## src/rtl/lcdq_pkg.sv

```systemverilog
package lcdq_pkg;

  localparam int COM_COUNT  = 4;
  localparam int COM_IDX_W  = 2;
  localparam int PORT_CNT_W = 3;

  typedef enum logic [1:0] {
    LVL_GND  = 2'd0,
    LVL_LOW  = 2'd1,
    LVL_HIGH = 2'd2,
    LVL_FULL = 2'd3
  } level_e;

  // strobes from the scan control to the level datapath
  typedef struct packed {
    logic [COM_IDX_W-1:0]  comIdx;
    logic                  polarity;
    logic                  driveOn;
    logic                  portsLegal;
    logic                  halfBias;
    logic                  blankSeg;
    logic [PORT_CNT_W-1:0] portCount;
  } drvStrobe_t;

endpackage

```

## src/rtl/lcdq_scan_ctrl.sv

```systemverilog
module lcdq_scan_ctrl
  import lcdq_pkg::*;
#(
  parameter int PHASE_TICKS = 128,
  parameter int NUM_PORT    = 4
) (
  input  logic                  clk,
  input  logic                  rstN,
  input  logic                  tickEn,
  input  logic                  powerSave,
  input  logic                  inhibitN,
  input  logic                  halfBias,
  input  logic                  segBlank,
  input  logic [PORT_CNT_W-1:0] portSel,
  output drvStrobe_t            strb
);

  localparam int HALF_TICKS = PHASE_TICKS / 2;
  localparam int SUB_W      = (HALF_TICKS > 1) ? $clog2(HALF_TICKS) : 1;
  localparam logic [SUB_W-1:0]      SUB_LAST = SUB_W'(HALF_TICKS - 1);
  localparam logic [PORT_CNT_W-1:0] PORT_MAX = PORT_CNT_W'(NUM_PORT);

  logic [SUB_W-1:0]     subCnt;
  logic                 polQ;
  logic [COM_IDX_W-1:0] comQ;
  logic                 stepEn;
  logic                 halfEnd;

  assign stepEn  = tickEn && !powerSave;
  assign halfEnd = (subCnt == SUB_LAST);

  always_ff @(posedge clk or negedge rstN) begin
    if (!rstN) begin
      subCnt <= '0;
      polQ   <= 1'b0;
      comQ   <= '0;
    end else if (stepEn) begin
      if (halfEnd) begin
        subCnt <= '0;
        polQ   <= ~polQ;
        if (polQ) comQ <= comQ + 1'b1;
      end else begin
        subCnt <= subCnt + 1'b1;
      end
    end
  end

  always_comb begin
    strb.comIdx     = comQ;
    strb.polarity   = polQ;
    strb.driveOn    = inhibitN && !powerSave;
    strb.portsLegal = inhibitN;
    strb.halfBias   = halfBias;
    strb.blankSeg   = segBlank;
    strb.portCount  = (portSel > PORT_MAX) ? PORT_MAX : portSel;
  end

  // sub-count never leaves the half-slot range
  p_sub_range_r1: assert property (@(posedge clk) disable iff (!rstN)
    subCnt <= SUB_LAST);

  // the end of polarity B moves to the next common
  p_com_step_r1: assert property (@(posedge clk) disable iff (!rstN)
    (stepEn && halfEnd && polQ) |=> (comQ == $past(comQ) + 1'b1));

  // polarity flips at every half-slot boundary
  p_pol_flip_r2: assert property (@(posedge clk) disable iff (!rstN)
    (stepEn && halfEnd) |=> (polQ != $past(polQ)));

  // scan position frozen in power save
  p_freeze_r9: assert property (@(posedge clk) disable iff (!rstN)
    powerSave |=> ($stable(subCnt) && $stable(polQ) && $stable(comQ)));

endmodule

```

## src/rtl/lcdq_level_dp.sv

```systemverilog
module lcdq_level_dp
  import lcdq_pkg::*;
#(
  parameter int NUM_SEG  = 22,
  parameter int NUM_PORT = 4
) (
  input  logic                          clk,
  input  logic                          rstN,
  input  drvStrobe_t                    strb,
  input  logic [COM_COUNT*NUM_SEG-1:0]  dispBits,
  output logic [2*COM_COUNT-1:0]        comLevel,
  output logic [2*NUM_SEG-1:0]          segLevel,
  output logic [NUM_PORT-1:0]           portMode,
  output logic [NUM_PORT-1:0]           portOut
);

  function automatic level_e comCode(input logic sel, input logic pol, input logic half);
    if (sel) return pol ? LVL_GND : LVL_FULL;
    return (half || !pol) ? LVL_LOW : LVL_HIGH;
  endfunction

  function automatic level_e segCode(input logic on, input logic pol, input logic half);
    if (on) return pol ? LVL_FULL : LVL_GND;
    if (half) return LVL_LOW;
    return pol ? LVL_LOW : LVL_HIGH;
  endfunction

  logic [2*COM_COUNT-1:0] comNext;
  logic [2*NUM_SEG-1:0]   segNext;
  logic [NUM_PORT-1:0]    modeNext;
  logic [NUM_PORT-1:0]    outNext;

  for (genvar c = 0; c < COM_COUNT; c++) begin : g_com
    localparam logic [COM_IDX_W-1:0] MY_COM = COM_IDX_W'(c);
    assign comNext[2*c +: 2] = strb.driveOn
                             ? comCode(strb.comIdx == MY_COM, strb.polarity, strb.halfBias)
                             : LVL_GND;
  end

  for (genvar k = 0; k < NUM_SEG; k++) begin : g_seg
    logic [COM_COUNT-1:0] segDots;
    logic                 dotOn;
    logic                 pinIsPort;
    assign segDots = dispBits[k*COM_COUNT +: COM_COUNT];
    assign dotOn   = segDots[strb.comIdx] && !strb.blankSeg;
    if (k < NUM_PORT) begin : g_shared
      localparam logic [PORT_CNT_W-1:0] PIN_IDX = PORT_CNT_W'(k);
      assign pinIsPort   = strb.portsLegal && (PIN_IDX < strb.portCount);
      assign modeNext[k] = pinIsPort;
      assign outNext[k]  = pinIsPort && strb.driveOn && segDots[0];
    end else begin : g_plain
      assign pinIsPort = 1'b0;
    end
    assign segNext[2*k +: 2] = (strb.driveOn && !pinIsPort)
                             ? segCode(dotOn, strb.polarity, strb.halfBias)
                             : LVL_GND;
  end

  always_ff @(posedge clk or negedge rstN) begin
    if (!rstN) begin
      comLevel <= '0;
      segLevel <= '0;
      portMode <= '0;
      portOut  <= '0;
    end else begin
      comLevel <= comNext;
      segLevel <= segNext;
      portMode <= modeNext;
      portOut  <= outNext;
    end
  end

  // observation helpers for the checks below
  logic [COM_COUNT-1:0] comExtreme;
  logic [NUM_SEG-1:0]   segMid;
  for (genvar c = 0; c < COM_COUNT; c++) begin : g_obsCom
    assign comExtreme[c] = (comLevel[2*c +: 2] == LVL_GND) || (comLevel[2*c +: 2] == LVL_FULL);
  end
  for (genvar k = 0; k < NUM_SEG; k++) begin : g_obsSeg
    assign segMid[k] = (segLevel[2*k +: 2] == LVL_LOW) || (segLevel[2*k +: 2] == LVL_HIGH);
  end

  // exactly one common at an extreme level while driving
  p_single_select_r3: assert property (@(posedge clk) disable iff (!rstN)
    strb.driveOn |=> ($countones(comExtreme) == 1));

  // blanking leaves every segment pin at a mid level
  p_blank_mid_r6: assert property (@(posedge clk) disable iff (!rstN)
    (strb.blankSeg && strb.driveOn && strb.portCount == '0) |=> (&segMid));

  // inhibit grounds everything and releases the ports
  p_inhibit_dark_r8: assert property (@(posedge clk) disable iff (!rstN)
    !strb.portsLegal |=> (comLevel == '0 && segLevel == '0 && portMode == '0 && portOut == '0));

  // port pins always form a leading run
  p_port_prefix_r7: assert property (@(posedge clk) disable iff (!rstN)
    ((portMode & (portMode + 1'b1)) == '0));

endmodule

```

## src/rtl/lcdq_sequencer.sv

```systemverilog
module lcdq_sequencer
  import lcdq_pkg::*;
#(
  parameter int NUM_SEG     = 22,
  parameter int NUM_PORT    = 4,
  parameter int PHASE_TICKS = 128
) (
  input  logic                          clk,
  input  logic                          rstN,
  input  logic                          tickEn,
  input  logic [COM_COUNT*NUM_SEG-1:0]  dispBits,
  input  logic                          halfBias,
  input  logic                          segBlank,
  input  logic                          powerSave,
  input  logic [PORT_CNT_W-1:0]         portSel,
  input  logic                          inhibitN,
  output logic [2*COM_COUNT-1:0]        comLevel,
  output logic [2*NUM_SEG-1:0]          segLevel,
  output logic [NUM_PORT-1:0]           portMode,
  output logic [NUM_PORT-1:0]           portOut
);

  drvStrobe_t strb;

  lcdq_scan_ctrl #(
    .PHASE_TICKS (PHASE_TICKS),
    .NUM_PORT    (NUM_PORT)
  ) i_ctrl (
    .clk       (clk),
    .rstN      (rstN),
    .tickEn    (tickEn),
    .powerSave (powerSave),
    .inhibitN  (inhibitN),
    .halfBias  (halfBias),
    .segBlank  (segBlank),
    .portSel   (portSel),
    .strb      (strb)
  );

  lcdq_level_dp #(
    .NUM_SEG  (NUM_SEG),
    .NUM_PORT (NUM_PORT)
  ) i_dp (
    .clk      (clk),
    .rstN     (rstN),
    .strb     (strb),
    .dispBits (dispBits),
    .comLevel (comLevel),
    .segLevel (segLevel),
    .portMode (portMode),
    .portOut  (portOut)
  );

endmodule

```

## config.mk

```make
export PLATFORM = sky130hd
export DESIGN_NAME = lcdq_sequencer
export DESIGN_NICKNAME = d
export VERILOG_FILES = /design/src/rtl/lcdq_pkg.sv /design/src/rtl/lcdq_scan_ctrl.sv /design/src/rtl/lcdq_level_dp.sv /design/src/rtl/lcdq_sequencer.sv
export SDC_FILE = /design/constraint.sdc
export NUM_CORES = 1
export LEC_CHECK = 0
export BUFFER_PORTS_ARGS = -buffer_cell sky130_fd_sc_hd__buf_2
export CAP_MARGIN = 5
export CORE_ASPECT_RATIO = 0.5
export CORE_MARGIN = 1.5
export CORE_UTILIZATION = 47
export CTS_CLUSTER_DIAMETER = 100
export DETAILED_ROUTE_END_ITERATION = 12
export GPL_TIMING_DRIVEN = 1
export PLACE_DENSITY = 0.8
export SYNTH_ARGS = -nofsm -noshare
export SYNTH_HDL_FRONTEND = slang
export SYNTH_HIERARCHICAL = 1
export SYNTH_SLANG_ARGS = --single-unit
```

## constraint.sdc

```tcl
create_clock -name clk -period 1.5 [get_ports clk]
set_clock_uncertainty 0.05 [all_clocks]
set_input_delay 0.15 -clock clk [delete_from_list [all_inputs] [get_ports clk]]
set_output_delay 0.15 -clock clk [all_outputs]
set_load 0.05 [all_outputs]
```

==> load_flow_metrics.sql, run 1 <==
INSERT INTO impl_metrics (metric_group, metric, value, unit) VALUES
('status', 'status', 'finished clean', ''),
('worst_hold_path', 'min_delay_worst_endpoint', 'i_dp/portOut[2]', ''),
('synthesis', 'yosys.area.top_type', 'sky130_fd_sc_hd__dfrtp_1', ''),
('layout', 'fraction_of_layout_cells_with_a_size_suffix_above_1', '47.99', '%'),
('layout', 'layout.nets', '544', ''),
('placed_design', 'port-buffer-count', '157', ''),
('die', 'fp-row-count', '21', ''),
('synthesis', 'mappedNetlistArea', '3457', 'µm²'),
('synthesis', 'post_synth_main_area_contributors', 'sky130_fd_sc_hd__dfrtp_1 (50%), sky130_fd_sc_hd__mux2i_1 (20%), sky130_fd_sc_hd__o22ai_2 (7.6%), sky130_fd_sc_hd__o21ai_1 (2.0%), sky130_fd_sc_hd__buf_6 (2.0%)', ''),
('route', 'antenna_violating_nets_post_route', '0', ''),
('synthesis', 'post_synth_inst_count', '286', ''),
('synthesis', 'synthesis.nets', '385', ''),
('worst_hold_path', 'hold_depth', '2', ''),
('cts', 'total_clock_buffers_created_by_cts', '9', ''),
('global_routing', 'grt_antenna_before_repair', '0', ''),
('sta', 'drv_slew', '0', ''),
('cts', 'clock-root-buffer', 'sky130_fd_sc_hd__clkbuf_16', ''),
('route', 'via_count', '2784', ''),
('die', 'die_h', '63.65', 'µm'),
('sta', 'totalNegativeSetupSlack', '0', 'ns'),
('setup_path', 'r2r_start', 'i_ctrl/subCnt[1]', ''),
('setup_path', 'cp-end-kind', 'register', ''),
('route', 'drt_drc_violations_left', '0', ''),
('sta', 'post-route-min-period', '1.422', 'ns'),
('synthesis', 'postSynth.asyncResetShare', '100.0', '%'),
('sta', 'achievable-frequency', '703.2', 'MHz'),
('setup_path', 'critPathRequiredTime', '1.65', 'ns'),
('layout', 'final_core_density', '67.48', '%'),
('synthesis', 'synthFlopType', 'sky130_fd_sc_hd__dfrtp_1', ''),
('sta', 'final.period_utilization', '94.80', '%'),
('sta', 'finalSetupViolCount', '0', ''),
('cts', 'max-clock-path-buffers', '2', ''),
('pwr', 'power', '5276', 'µW'),
('global_routing', 'track_usage', '21.59', '%'),
('synthesis', 'yosys.cell_types.count', '40', ''),
('setup_path', 'crit-reg2reg-capture', 'i_ctrl/subCnt[3]', ''),
('sta', 'rsz_0062_raised_after_global_routing', 'false', ''),
('die', 'floorplan.core_area', '6884', 'µm²'),
('pwr', 'power_leakage', '0.002326', 'µW'),
('worst_hold_path', 'worst_hold_startpoint', 'dispBits[8]', ''),
('run', 'timing.max_cap.violations', '0', ''),
('sta', 'slew-limit-headroom', '65.97', '%'),
('sta', 'worst_slew_pin_slew', '0.5051', 'ns'),
('setup_path', 'timing.setup.critical_path_class', 'register to register', ''),
('die', 'dieArea', '7910', 'µm²'),
('sta', 'report.final.hold_viol_count', '0', ''),
('cts', 'clkLatencyLatePin', '0.32', 'ns'),
('route', 'drt-pass1-iter-count', '4', ''),
('cts', 'cts_tree', 'yes', ''),
('die', 'start_util', '50.22', '%'),
('synthesis', 'yosys_warnings', '6', ''),
('synthesis', 'synth_top_area_share', '49.95', '%'),
('pwr', 'ir_drop', '0.0007761', 'V'),
('setup_path', 'worstSetupStartpointType', 'register', ''),
('synthesis', 'syn_avg_cell_area', '12.09', 'µm²'),
('placed_design', 'dp_hpwl', '5872', 'µm'),
('sta', 'final.hold.worst_slack', '0.04379', 'ns'),
('die', 'io-pin-count', '158', ''),
('setup_path', 'r2r_setup_slack', '0.08', 'ns'),
('setup_path', 'worstPathArrival', '1.57', 'ns'),
('pwr', 'power_density', '1136', 'nW/µm²'),
('route', 'vias_per_cell', '5.156', ''),
('global_routing', 'grt_pass1_vias', '2742', ''),
('placed_design', 'placed_cell_area', '4348', 'µm²'),
('layout', 'postLayoutCellArea', '4646', 'µm²'),
('cts', 'cts_post_setup_buffers_inserted', '0', ''),
('layout', 'antenna_cells', '0', ''),
('global_routing', 'largest_net_degree_at_the_start_of_global_routing', '70', ''),
('route', 'routed_wirelength', '8178', 'µm'),
('global_routing', 'grt_ovf', '0', ''),
('synthesis', 'synth-seq-area-share', '49.95', '%');
placed cells by master (no fill, tap or decap), types with 3 or more instances in the layout:
master,netlist,final
sky130_fd_sc_hd__buf_12,0,4
sky130_fd_sc_hd__dfrtp_1,69,67
sky130_fd_sc_hd__buf_4,7,10
sky130_fd_sc_hd__o22ai_2,21,22
sky130_fd_sc_hd__nand2_1,12,12
sky130_fd_sc_hd__and2_1,3,3
sky130_fd_sc_hd__mux2i_1,68,68
sky130_fd_sc_hd__nor2b_1,5,5
sky130_fd_sc_hd__a21boi_0,4,4
sky130_fd_sc_hd__buf_2,4,157
sky130_fd_sc_hd__o21ai_1,14,14
sky130_fd_sc_hd__nor2_1,4,4
sky130_fd_sc_hd__clkbuf_16,0,9
sky130_fd_sc_hd__o21ai_0,10,10
sky130_fd_sc_hd__xnor2_1,5,5
sky130_fd_sc_hd__nand3_1,11,11
sky130_fd_sc_hd__a21oi_1,3,3
sky130_fd_sc_hd__nand2b_1,3,3
sky130_fd_sc_hd__and3_1,5,5
power breakdown:
part / switching [µW] / total [µW] / internal, µW
clock: 686 / 1870 / 1180
combinational: 777 / 1210 / 437
sequential: 142 / 2190 / 2050
total: 1600 / 5280 / 3670
metal layers:
| metal | part of all wire [%] | up-vias | GRT usage (%) |
|---|---|---|---|
| li1 | - | 1350 | - |
| met1 | 42 | 1349 | 26.22 |
| met2 | 51 | 76 | 37.57 |
| met3 | 5.3 | 9 | 6.287 |
| met4 | 1.2 | 0 | 6.609 |
| met5 | 0 | - | 0 |
synth_stat cells (4+ instances only):
cell	n
sky130_fd_sc_hd__and3_1	5
sky130_fd_sc_hd__nand3_1	11
sky130_fd_sc_hd__buf_2	4
sky130_fd_sc_hd__o21ai_0	10
sky130_fd_sc_hd__nor2b_1	5
sky130_fd_sc_hd__clkbuf_1	7
sky130_fd_sc_hd__dfrtp_1	69
sky130_fd_sc_hd__nand2_1	12
sky130_fd_sc_hd__mux2i_1	68
sky130_fd_sc_hd__nor2_1	4
sky130_fd_sc_hd__buf_6	6
sky130_fd_sc_hd__a21boi_0	4
sky130_fd_sc_hd__o22ai_2	21
sky130_fd_sc_hd__o21ai_1	14
sky130_fd_sc_hd__xnor2_1	5
sky130_fd_sc_hd__buf_4	7
worst max-delay path by stage:
stage | startpoint | endpoint | slack [ns] | cells after the start
global placement | i_ctrl/subCnt[0] | i_ctrl/subCnt[3] | 0.09 | 4
CTS | i_ctrl/subCnt[0] | i_ctrl/subCnt[3] | 0.02 | 4
finish | i_ctrl/subCnt[1] | i_ctrl/subCnt[3] | 0.08 | 4
floorplan | i_ctrl/subCnt[0] | i_ctrl/subCnt[3] | 0.14 | 4
detailed placement | i_ctrl/subCnt[0] | i_ctrl/subCnt[3] | 0.04 | 4
global route | i_ctrl/subCnt[1] | i_ctrl/subCnt[3] | 0.009 | 4
kinds of logic after synthesis:
| family | share of synthesized area, % |
|---|---|
| compound gates | 14.15 |
| simple gates | 8.976 |
| mux | 20.01 |
| flops | 49.95 |
| fa+ha+maj | 0.3619 |
| buf+inv | 5.031 |
| xor+xnor | 1.520 |
layout make-up:
cell class              count  area [µm²]
clock buffers              12       256.5
repair buffers            172       950.9
flip-flops and latches     69        1729
clock inverters             2       10.01
fillers                   556        2238
well taps                  92       115.1
multi-input cells         191        1577
inverters                   2       7.507
flip-flops by register name, indices dropped and copies added, names as in the netlist:
signal,flops
i_ctrl/comQ,2
i_ctrl/polQ,1
i_ctrl/subCnt,6
i_dp/comLevel,8
i_dp/portMode,4
i_dp/portOut,4
i_dp/segLevel,44
what timing repair did:
action	in CTS	in global routing
hold buffers	1	0
setup endpoints to repair	0	5
resized for setup	0	5
hold endpoints to repair	69	0
critical path, cell delays in order (launching register included):
cell	delay, ns
sky130_fd_sc_hd__dfrtp_1	0.43
sky130_fd_sc_hd__ha_4	0.18
sky130_fd_sc_hd__and4b_2	0.26
sky130_fd_sc_hd__nand2_1	0.07
sky130_fd_sc_hd__a311o_1	0.31
through the flow:
step / setup slack [ns] / cells
floorplan: 0.1399 / 286
global placement: 0.09127 / 525
detailed placement: 0.04087 / 525
CTS: 0.02112 / 540
global route: 0.008796 / 540
finish: 0.07803 / 540
(Power assumes the default switching activity.)
==> run 2: changes to the inputs <==
- ABC_AREA: not set -> 1
- CORE_UTILIZATION: 47 -> 48
- PLACE_DENSITY: 0.8 -> 0.86
- RECOVER_POWER: not set -> 25
==> load_flow_metrics.sql, run 2 <==
INSERT INTO impl_metrics (metric_group, metric, value, unit) VALUES
('synthesis', 'synth-seq-area-share', '47.73', '%'),
('synthesis', 'synth.most_common_cell', 'sky130_fd_sc_hd__nand2_1', ''),
('layout', 'layout_common_cells', 'sky130_fd_sc_hd__nand2_1 (225), sky130_fd_sc_hd__buf_2 (155), sky130_fd_sc_hd__dfrtp_1 (68), sky130_fd_sc_hd__nor2_1 (58), sky130_fd_sc_hd__a21oi_1 (30)', ''),
('synthesis', 'yosys_warnings', '6', ''),
('layout', 'layout-area-overhead-vs-synth', '36.11', '%'),
('cts', 'max-clock-path-buffers', '2', ''),
('layout', 'final.fill_count', '573', ''),
('die', 'start_util', '49.40', '%'),
('synthesis', 'mappedNetlistArea', '3617', 'µm²'),
('die', 'fp-row-count', '22', ''),
('setup_path', 'cp_common_cell', 'sky130_fd_sc_hd__nand2_1', ''),
('synthesis', 'post_synth_and_or_nand_nor_area_fraction', '37.60', '%'),
('sta', 'final.hold.worst_slack', '0.01942', 'ns'),
('layout', 'instances_no_fill', '752', ''),
('sta', 'drv_slew', '0', ''),
('placed_design', 'dp_hpwl', '7094', 'µm'),
('synthesis', 'synthFlopType', 'sky130_fd_sc_hd__dfrtp_1', ''),
('synthesis', 'post_synth_inst_count', '501', ''),
('global_routing', 'grt_ovf', '0', ''),
('layout', 'fraction_of_layout_cells_with_a_size_suffix_above_1', '32.62', '%'),
('global_routing', 'grt_antenna_before_repair', '1', ''),
('synthesis', 'largest_family_of_logic_cells_by_synthesized_area', 'simple AND/OR/NAND/NOR gates', ''),
('global_routing', 'grt_busiest_layer', 'met2', ''),
('layout', 'largest-register', 'i_dp/segLevel', ''),
('route', 'vias_per_cell', '5.185', ''),
('layout', 'antenna_cells', '0', ''),
('route', 'routed_wirelength', '11070', 'µm'),
('layout', 'reg.largest.list', 'i_dp/segLevel x44, i_dp/comLevel x8, i_ctrl/subCnt x6', ''),
('worst_hold_path', 'worst_hold_startpoint', 'dispBits[12]', ''),
('cts', 'total_clock_buffers_created_by_cts', '9', ''),
('sta', 'report.final.hold_viol_count', '0', ''),
('setup_path', 'worstPathCellList', 'clkinv_4, clkbuf_16, nand2_1, nand2_1, nand2_1, nand2_1, a21oi_1, nor2_1', ''),
('route', 'drtIter0Drc', '426', ''),
('placed_design', 'globalplace.congestion', '0.8880', ''),
('sta', 'final.period_utilization', '101.4', '%'),
('synthesis', 'synth_adder_area_share', '0.3459', '%'),
('run', 'timing.max_cap.violations', '0', ''),
('synthesis', 'synth-edff-count', '0', ''),
('global_routing', 'grt_pass1_vias', '3595', ''),
('pwr', 'power_density', '1175', 'nW/µm²'),
('cts', 'clkLatencyLatePin', '0.33', 'ns'),
('cts', 'clock_sinks', '69', ''),
('global_routing', 'largest_net_degree_at_the_start_of_global_routing', '53', ''),
('synthesis', 'synth_area_in_compound_gates', '5.361', '%'),
('global_routing', 'grt_use_met1', '29.63', '%'),
('setup_path', 'cp.depth', '8', ''),
('layout', 'layout.nets', '751', ''),
('placed_design', 'place.detailed.instances', '733', ''),
('synthesis', 'syn_avg_cell_area', '7.220', 'µm²'),
('worst_hold_path', 'hold_depth', '3', ''),
('setup_path', 'r2r_start', 'i_ctrl/comQ[0]', ''),
('sta', 'finalSetupViolCount', '2', ''),
('status', 'violations', 'negative setup slack', ''),
('setup_path', 'r2r_setup_slack', '-0.02', 'ns'),
('setup_path', 'timing.setup.critical_path_class', 'register to register', ''),
('synthesis', 'ys_ff_latch', '69', ''),
('sta', 'worst_slew_pin_slew', '1.019', 'ns'),
('global_routing', 'grt_util_met2', '47.94', '%'),
('cts', 'clk_transition_reported_paths', '0.05', 'ns'),
('setup_path', 'worstSetupStartpointType', 'register', ''),
('layout', 'multiInputGateArea', '1630', 'µm²'),
('synthesis', 'synth_top_area_share', '47.73', '%'),
('setup_path', 'worstPathArrival', '1.68', 'ns'),
('placed_design', 'port-buffer-count', '157', ''),
('route', 'antenna_violating_nets_post_route', '0', ''),
('sta', 'post-route-min-period', '1.521', 'ns'),
('setup_path', 'crit-reg2reg-capture', 'i_dp/segLevel[3]', ''),
('setup_path', 'ff2ff_path_depth', '8', ''),
('die', 'io-pin-count', '158', ''),
('die', 'floorplan.core_area', '7322', 'µm²'),
('synthesis', 'postSynth.asyncResetShare', '100.0', '%'),
('die', 'dieArea', '8097', 'µm²'),
('die', 'floorplan.die.width', '125.8', 'µm'),
('synthesis', 'yosys.cell_types.count', '30', ''),
('layout', 'final_common_cell', 'sky130_fd_sc_hd__nand2_1', ''),
('setup_path', 'cp-end-kind', 'register', ''),
('setup_path', 'critical_path.max_stage_delay', '0.44', 'ns'),
('global_routing', 'track_usage', '26.29', '%'),
('synthesis', 'yosys.area.top_type', 'sky130_fd_sc_hd__dfrtp_1', ''),
('cts', 'clock-root-buffer', 'sky130_fd_sc_hd__clkbuf_16', ''),
('pwr', 'ir_drop', '0.0006423', 'V'),
('synthesis', 'post_synth_main_area_contributors', 'sky130_fd_sc_hd__dfrtp_1 (48%), sky130_fd_sc_hd__nand2_1 (24%), sky130_fd_sc_hd__nor2_1 (6.2%), sky130_fd_sc_hd__a21oi_1 (4.2%), sky130_fd_sc_hd__nand3_1 (3.3%)', ''),
('sta', 'achievable-frequency', '657.6', 'MHz'),
('layout', 'largest_register_ffs', '44', ''),
('setup_path', 'worst-path-buf-inv', '2', ''),
('sta', 'final.setup.worst_slack', '-0.02071', 'ns'),
('setup_path', 'critPathRequiredTime', '1.66', 'ns'),
('global_routing', 'grt_pass1_wl', '16420', 'µm'),
('layout', 'regArea', '1728', 'µm²'),
('route', 'wire_per_inst', '14.72', 'µm'),
('global_routing', 'globalRouteMet3Util', '7.454', '%'),
('synthesis', 'synthesis.nets', '600', ''),
('synthesis', 'synth_xor_area_share', '0.9685', '%'),
('cts', 'cts_tree', 'yes', ''),
('sta', 'slew-limit-headroom', '32.08', '%'),
('setup_path', 'path_delay_family', 'flip-flops', ''),
('route', 'drt_drc_violations_left', '0', ''),
('die', 'die_h', '64.39', 'µm'),
('setup_path', 'critical_path.slowest_cell', 'sky130_fd_sc_hd__dfrtp_2', ''),
('worst_hold_path', 'hold_path.class', 'input pin to register', ''),
('worst_hold_path', 'min_delay_worst_endpoint', 'i_dp/portOut[3]', ''),
('cts', 'cts-htree-levels', '3', ''),
('setup_path', 'crit_fanout', '9', ''),
('route', 'via_count', '3899', ''),
('pwr', 'power_leakage', '0.002900', 'µW'),
('status', 'status', 'complete, but fails checks', ''),
('synthesis', 'synth_commonest_cells', 'sky130_fd_sc_hd__nand2_1 (228), sky130_fd_sc_hd__dfrtp_1 (69), sky130_fd_sc_hd__nor2_1 (60)', ''),
('synthesis', 'synth_mux_area_share', '0.3113', '%'),
('route', 'drt-pass1-iter-count', '7', '');
run 2: cell count changes after synthesis, moves of 9 or more:
cell	delta
sky130_fd_sc_hd__a21oi_1	+27
sky130_fd_sc_hd__buf_2	+9
sky130_fd_sc_hd__inv_1	+12
sky130_fd_sc_hd__mux2i_1	-68
sky130_fd_sc_hd__nand2_1	+216
sky130_fd_sc_hd__nand2_2	+11
sky130_fd_sc_hd__nand3_1	+13
sky130_fd_sc_hd__nor2_1	+56
sky130_fd_sc_hd__o21ai_0	-9
sky130_fd_sc_hd__o21ai_1	-10
sky130_fd_sc_hd__o22ai_2	-21
run 2: logic make-up after synthesis:
family	after synthesis
AOI/OAI and AO/OA	38
xor gates and xnor gates	4
adders and majority gates	1
buffers and inverters	53
DFF	69
muxes	1
and+or+nand+nor	335
run 2: how the worst max path moves through the flow:
stage,startpoint,end,slack [ns]
after floorplan,i_ctrl/comQ[0],i_dp/segLevel[10],0.15
after global placement,i_ctrl/comQ[1],i_dp/segLevel[20],0.14
after detailed placement,i_ctrl/comQ[1],i_dp/segLevel[20],0.12
after CTS,i_ctrl/comQ[0],i_dp/segLevel[34],0.10
after global routing,i_ctrl/comQ[0],i_dp/segLevel[3],-0.10
final,i_ctrl/comQ[0],i_dp/segLevel[3],-0.02
run 2: layer usage:
metal	wire length [µm]	vias up
li1	-	1844
met1	4176	1814
met2	5736	207
met3	883	32
met4	261	2
met5	12	-
run 2: report_power, final:
part	internal, µW	switching [µW]
clock	1440	764
combinational	455	985
sequential	2030	105
total	3930	1850
run 2: final cells by class:
type	count	area share (%)
clock inverters	6	1.804
inverters	19	1.576
multi-input cells	379	33.11
flip-flops and latches	69	35.10
repair buffers	174	21.40
well taps	96	2.440
clock buffers	9	4.574
run 2: through the flow:
stage,util [%],setup TNS (ns),setup WS (ns),power [µW],cell area (µm²)
after floorplan,-,0,0.1492,3079,3617
after global placement,61.64,0,0.1448,3495,4513
after detailed placement,61.64,0,0.1210,3542,4513
after CTS,66.06,0,0.1027,5763,4837
after global routing,67.24,-0.3108,-0.1017,6035,4923
final,67.24,-0.02638,-0.02071,5783,4923
run 2: what timing repair did:
item	4_1_cts	5_1_grt
hold buffers	1	0
endpoints found under the setup margin	0	15
hold endpoints to repair	14	0
buffers inserted	0	0
resized for setup	0	6
run 2: worst reg2reg max path, cell delays in order, from the launching register on:
cell and delay, ns:
sky130_fd_sc_hd__dfrtp_2 0.44, sky130_fd_sc_hd__clkinv_4 0.14, sky130_fd_sc_hd__clkbuf_16 0.19, sky130_fd_sc_hd__nand2_1 0.08
sky130_fd_sc_hd__nand2_1 0.08, sky130_fd_sc_hd__nand2_1 0.09, sky130_fd_sc_hd__nand2_1 0.09, sky130_fd_sc_hd__a21oi_1 0.16
sky130_fd_sc_hd__nor2_1 0.08
==> run 3: changes to the inputs <==
- ABC_AREA: 1 -> not set
- CORE_UTILIZATION: 48 -> 47
- PLACE_DENSITY: 0.86 -> 0.85
- REMOVE_ABC_BUFFERS: not set -> 1
- SYNTH_HIERARCHICAL: 1 -> not set
==> load_flow_metrics.sql, run 3 <==
INSERT INTO impl_metrics (metric_group, metric, value, unit) VALUES
('cts', 'max-clock-path-buffers', '2', ''),
('pwr', 'sequential_power_share', '41.0', '%'),
('worst_hold_path', 'worst_hold_startpoint', 'dispBits[8]', ''),
('status', 'status', 'finished clean', ''),
('global_routing', 'largest_net_degree_at_the_start_of_global_routing', '51', ''),
('run', 'timing.max_cap.violations', '0', ''),
('pwr', 'combinationalPowerShare', '18.4', '%'),
('worst_hold_path', 'min_delay_worst_endpoint', 'i_dp.portOut[2]', ''),
('sta', 'worst_slew_pin_slew', '0.6764', 'ns'),
('setup_path', 'ff2ff_path_depth', '4', ''),
('cts', 'cts-htree-levels', '3', ''),
('layout', 'regArea', '1728', 'µm²'),
('setup_path', 'r2r_setup_slack', '0.07', 'ns'),
('synthesis', 'postSynth.asyncResetShare', '100.0', '%'),
('pwr', 'cellInternalPower', '3667', 'µW'),
('sta', 'slew-limit-headroom', '54.91', '%'),
('synthesis', 'synth_commonest_cells', 'sky130_fd_sc_hd__dfrtp_1 (69), sky130_fd_sc_hd__mux2i_1 (67), sky130_fd_sc_hd__o21ai_1 (14)', ''),
('setup_path', 'worstSetupStartpointType', 'register', ''),
('pwr', 'power_density', '1090', 'nW/µm²'),
('sta', 'rsz_0062_raised_after_global_routing', 'false', ''),
('layout', 'layout.nets', '554', ''),
('cts', 'clock-root-buffer', 'sky130_fd_sc_hd__clkbuf_16', ''),
('global_routing', 'grt_pass1_vias', '2763', ''),
('layout', 'reg.largest.list', 'i_dp.segLevel x44, i_dp.comLevel x8, i_ctrl.subCnt x6', ''),
('cts', 'cts_tree', 'yes', ''),
('die', 'fp-row-count', '21', ''),
('layout', 'final_core_density', '67.76', '%'),
('sta', 'drv_slew', '0', ''),
('setup_path', 'worstPathCellList', 'ha_2, nand4b_4, nor4_4, mux2_1', ''),
('placed_design', 'dp_hpwl', '6073', 'µm'),
('cts', 'clock_sinks', '69', ''),
('setup_path', 'critical_path.slowest_cell', 'sky130_fd_sc_hd__dfrtp_1', ''),
('layout', 'largest-register', 'i_dp.segLevel', ''),
('route', 'drt_drc_violations_left', '0', ''),
('sta', 'achievable-frequency', '700.2', 'MHz'),
('route', 'vias_per_cell', '5.188', ''),
('die', 'dieArea', '7869', 'µm²'),
('global_routing', 'grt_pass1_wl', '13620', 'µm'),
('layout', 'final_common_cell', 'sky130_fd_sc_hd__buf_2', ''),
('sta', 'final.period_utilization', '95.22', '%'),
('pwr', 'p_clk_share', '40.5', '%'),
('setup_path', 'crit_fanout', '3', ''),
('cts', 'clk_transition_reported_paths', '0.06', 'ns'),
('global_routing', 'track_usage', '22.89', '%'),
('setup_path', 'r2r_start', 'i_ctrl.subCnt[0]', ''),
('synthesis', 'synth.most_common_cell', 'sky130_fd_sc_hd__dfrtp_1', ''),
('cts', 'total_clock_buffers_created_by_cts', '9', ''),
('die', 'floorplan.die.width', '124.0', 'µm'),
('synthesis', 'ys_ff_latch', '69', ''),
('setup_path', 'timing.setup.critical_path_class', 'register to register', ''),
('layout', 'antenna_cells', '0', ''),
('setup_path', 'worstPathArrival', '1.59', 'ns'),
('layout', 'largest_register_ffs', '44', ''),
('pwr', 'power', '5085', 'µW'),
('die', 'die_h', '63.48', 'µm'),
('placed_design', 'globalplace.congestion', '0.7883', ''),
('setup_path', 'critPathRequiredTime', '1.66', 'ns'),
('pwr', 'switchingPower', '1418', 'µW'),
('synthesis', 'synth-seq-area-share', '50.22', '%'),
('setup_path', 'crit-reg2reg-capture', 'i_ctrl.comQ[1]', ''),
('layout', 'layout_common_cells', 'sky130_fd_sc_hd__buf_2 (154), sky130_fd_sc_hd__dfrtp_1 (68), sky130_fd_sc_hd__mux2i_1 (66), sky130_fd_sc_hd__o21ai_1 (14), sky130_fd_sc_hd__o22ai_2 (13)', ''),
('sta', 'report.final.hold_viol_count', '0', ''),
('synthesis', 'mappedNetlistArea', '3438', 'µm²'),
('global_routing', 'grt_ovf', '0', ''),
('route', 'drt-pass1-iter-count', '4', ''),
('route', 'via_count', '2843', ''),
('setup_path', 'path_delay_family', 'flip-flops', ''),
('worst_hold_path', 'hold_depth', '2', ''),
('pwr', 'ir_drop', '0.0005811', 'V'),
('synthesis', 'post_synth_inst_count', '286', ''),
('synthesis', 'synth-edff-count', '0', ''),
('layout', 'layout-area-overhead-vs-synth', '35.66', '%'),
('synthesis', 'synth_top_area_share', '50.22', '%'),
('route', 'antenna_violating_nets_post_route', '0', ''),
('synthesis', 'yosys_warnings', '0', ''),
('layout', 'multiInputGateArea', '1578', 'µm²'),
('cts', 'clkLatencyLatePin', '0.33', 'ns'),
('layout', 'final.fill_count', '546', ''),
('sta', 'finalSetupViolCount', '0', ''),
('synthesis', 'yosys.cell_types.count', '39', ''),
('global_routing', 'grt_antenna_before_repair', '0', ''),
('route', 'drtIter0Drc', '143', ''),
('layout', 'fraction_of_layout_cells_with_a_size_suffix_above_1', '45.83', '%'),
('pwr', 'power_leakage', '0.002670', 'µW'),
('synthesis', 'post_synth_main_area_contributors', 'sky130_fd_sc_hd__dfrtp_1 (50%), sky130_fd_sc_hd__mux2i_1 (20%), sky130_fd_sc_hd__o22ai_2 (3.6%), sky130_fd_sc_hd__o22ai_1 (2.2%), sky130_fd_sc_hd__o21ai_1 (2.0%)', ''),
('route', 'routed_wirelength', '8302', 'µm'),
('synthesis', 'yosys.area.top_type', 'sky130_fd_sc_hd__dfrtp_1', ''),
('die', 'floorplan.core_area', '6884', 'µm²'),
('die', 'io-pin-count', '158', ''),
('setup_path', 'worst-path-buf-inv', '0', ''),
('worst_hold_path', 'hold_path.class', 'input pin to register', ''),
('synthesis', 'syn_avg_cell_area', '12.02', 'µm²'),
('placed_design', 'port-buffer-count', '157', ''),
('die', 'start_util', '49.95', '%'),
('sta', 'post-route-min-period', '1.428', 'ns'),
('synthesis', 'synthFlopType', 'sky130_fd_sc_hd__dfrtp_1', ''),
('pwr', 'p_sw_share', '27.89', '%'),
('route', 'wire_per_inst', '15.15', 'µm'),
('setup_path', 'cp-end-kind', 'register', ''),
('setup_path', 'critical_path.max_stage_delay', '0.37', 'ns');
-- run 3: changes by cell type after synthesis, sizes merged, moves of 4 or more --
cell / change
o22ai: +22
nand3: -18
nand2: -227
nor2: -55
mux2i: +67
buf: -11
nand2b: +7
nor3b: +5
ha: +4
o21ai: +20
a21oi: -20
inv: -12
clkbuf: -4
-- run 3: worst max path at each step --
| stage | start | to | slack [ns] | cells past startpoint |
|---|---|---|---|---|
| finish | i_ctrl.subCnt[0] | i_ctrl.comQ[1] | 0.07 | 4 |
| global route | i_ctrl.comQ[1] | i_dp.segLevel[35] | 0.009 | 4 |
| CTS | i_ctrl.subCnt[0] | i_ctrl.comQ[1] | 0.03 | 4 |
| detailed placement | i_ctrl.subCnt[0] | i_ctrl.comQ[1] | 0.05 | 4 |
| global placement | i_ctrl.subCnt[0] | i_ctrl.comQ[1] | 0.09 | 4 |
| floorplan | i_ctrl.comQ[0] | i_ctrl.comQ[1] | -1.20 | 3 |
-- run 3: cell type report --
type	instances	area share [%]
clock buffer	12	5.284
tap	92	2.468
inverter	6	0.4828
timing repair buffer	173	19.88
multi-input combinational	192	33.83
sequential	69	37.04
clock inverter	4	1.019
-- run 3: through the flow --
| step | hold WS (ns) | setup WS, ns | cell area (µm²) | cells | setup TNS (ns) |
|---|---|---|---|---|---|
| 4_1_cts | 0.02019 | 0.02957 | 4633 | 547 | 0 |
| 5_1_grt | 0.02172 | 0.008521 | 4664 | 548 | 0 |
| 2_1_floorplan | -0.1956 | -1.202 | 3297 | 267 | -47.44 |
| 3_3_place_gp | 0.08498 | 0.08787 | 4329 | 530 | 0 |
| 3_5_place_dp | 0.09603 | 0.04578 | 4329 | 530 | 0 |
| 6_report | 0.02630 | 0.07175 | 4664 | 548 | 0 |
-- run 3: layer usage --
metal,global-route usage [%],share of wire (%)
met1,28.24,42
met2,38.60,53
met3,6.975,4.0
met4,6.960,1.4
met5,0,0
-- run 3: power by group through the flow --
stage,Combinational [µW],Clock (µW),Sequential (µW)
after global routing,1020,2220,2100
final,938,2060,2090
after CTS,916,2100,2090
after detailed placement,910,0,2120
after floorplan,314,0,2360
after global placement,886,0,2110
-- run 3: kinds of logic after synthesis --
family	count (synthesis)	share of synthesized area [%]
mux	69	20.16
flops	69	50.22
compound gates	60	11.68
simple gates	53	10.08
buf+inv	25	4.767
xor+xnor	5	1.274
fa+ha+maj	5	1.820
-- run 3: repair_timing --
| action | 4_1_cts | 5_1_grt |
|---|---|---|
| setup endpoints to repair | 0 | 7 |
| endpoints found under the hold margin | 69 | 0 |
| hold buffers | 1 | 0 |
| gates resized for setup | 0 | 6 |
| setup buffers | 0 | 1 |
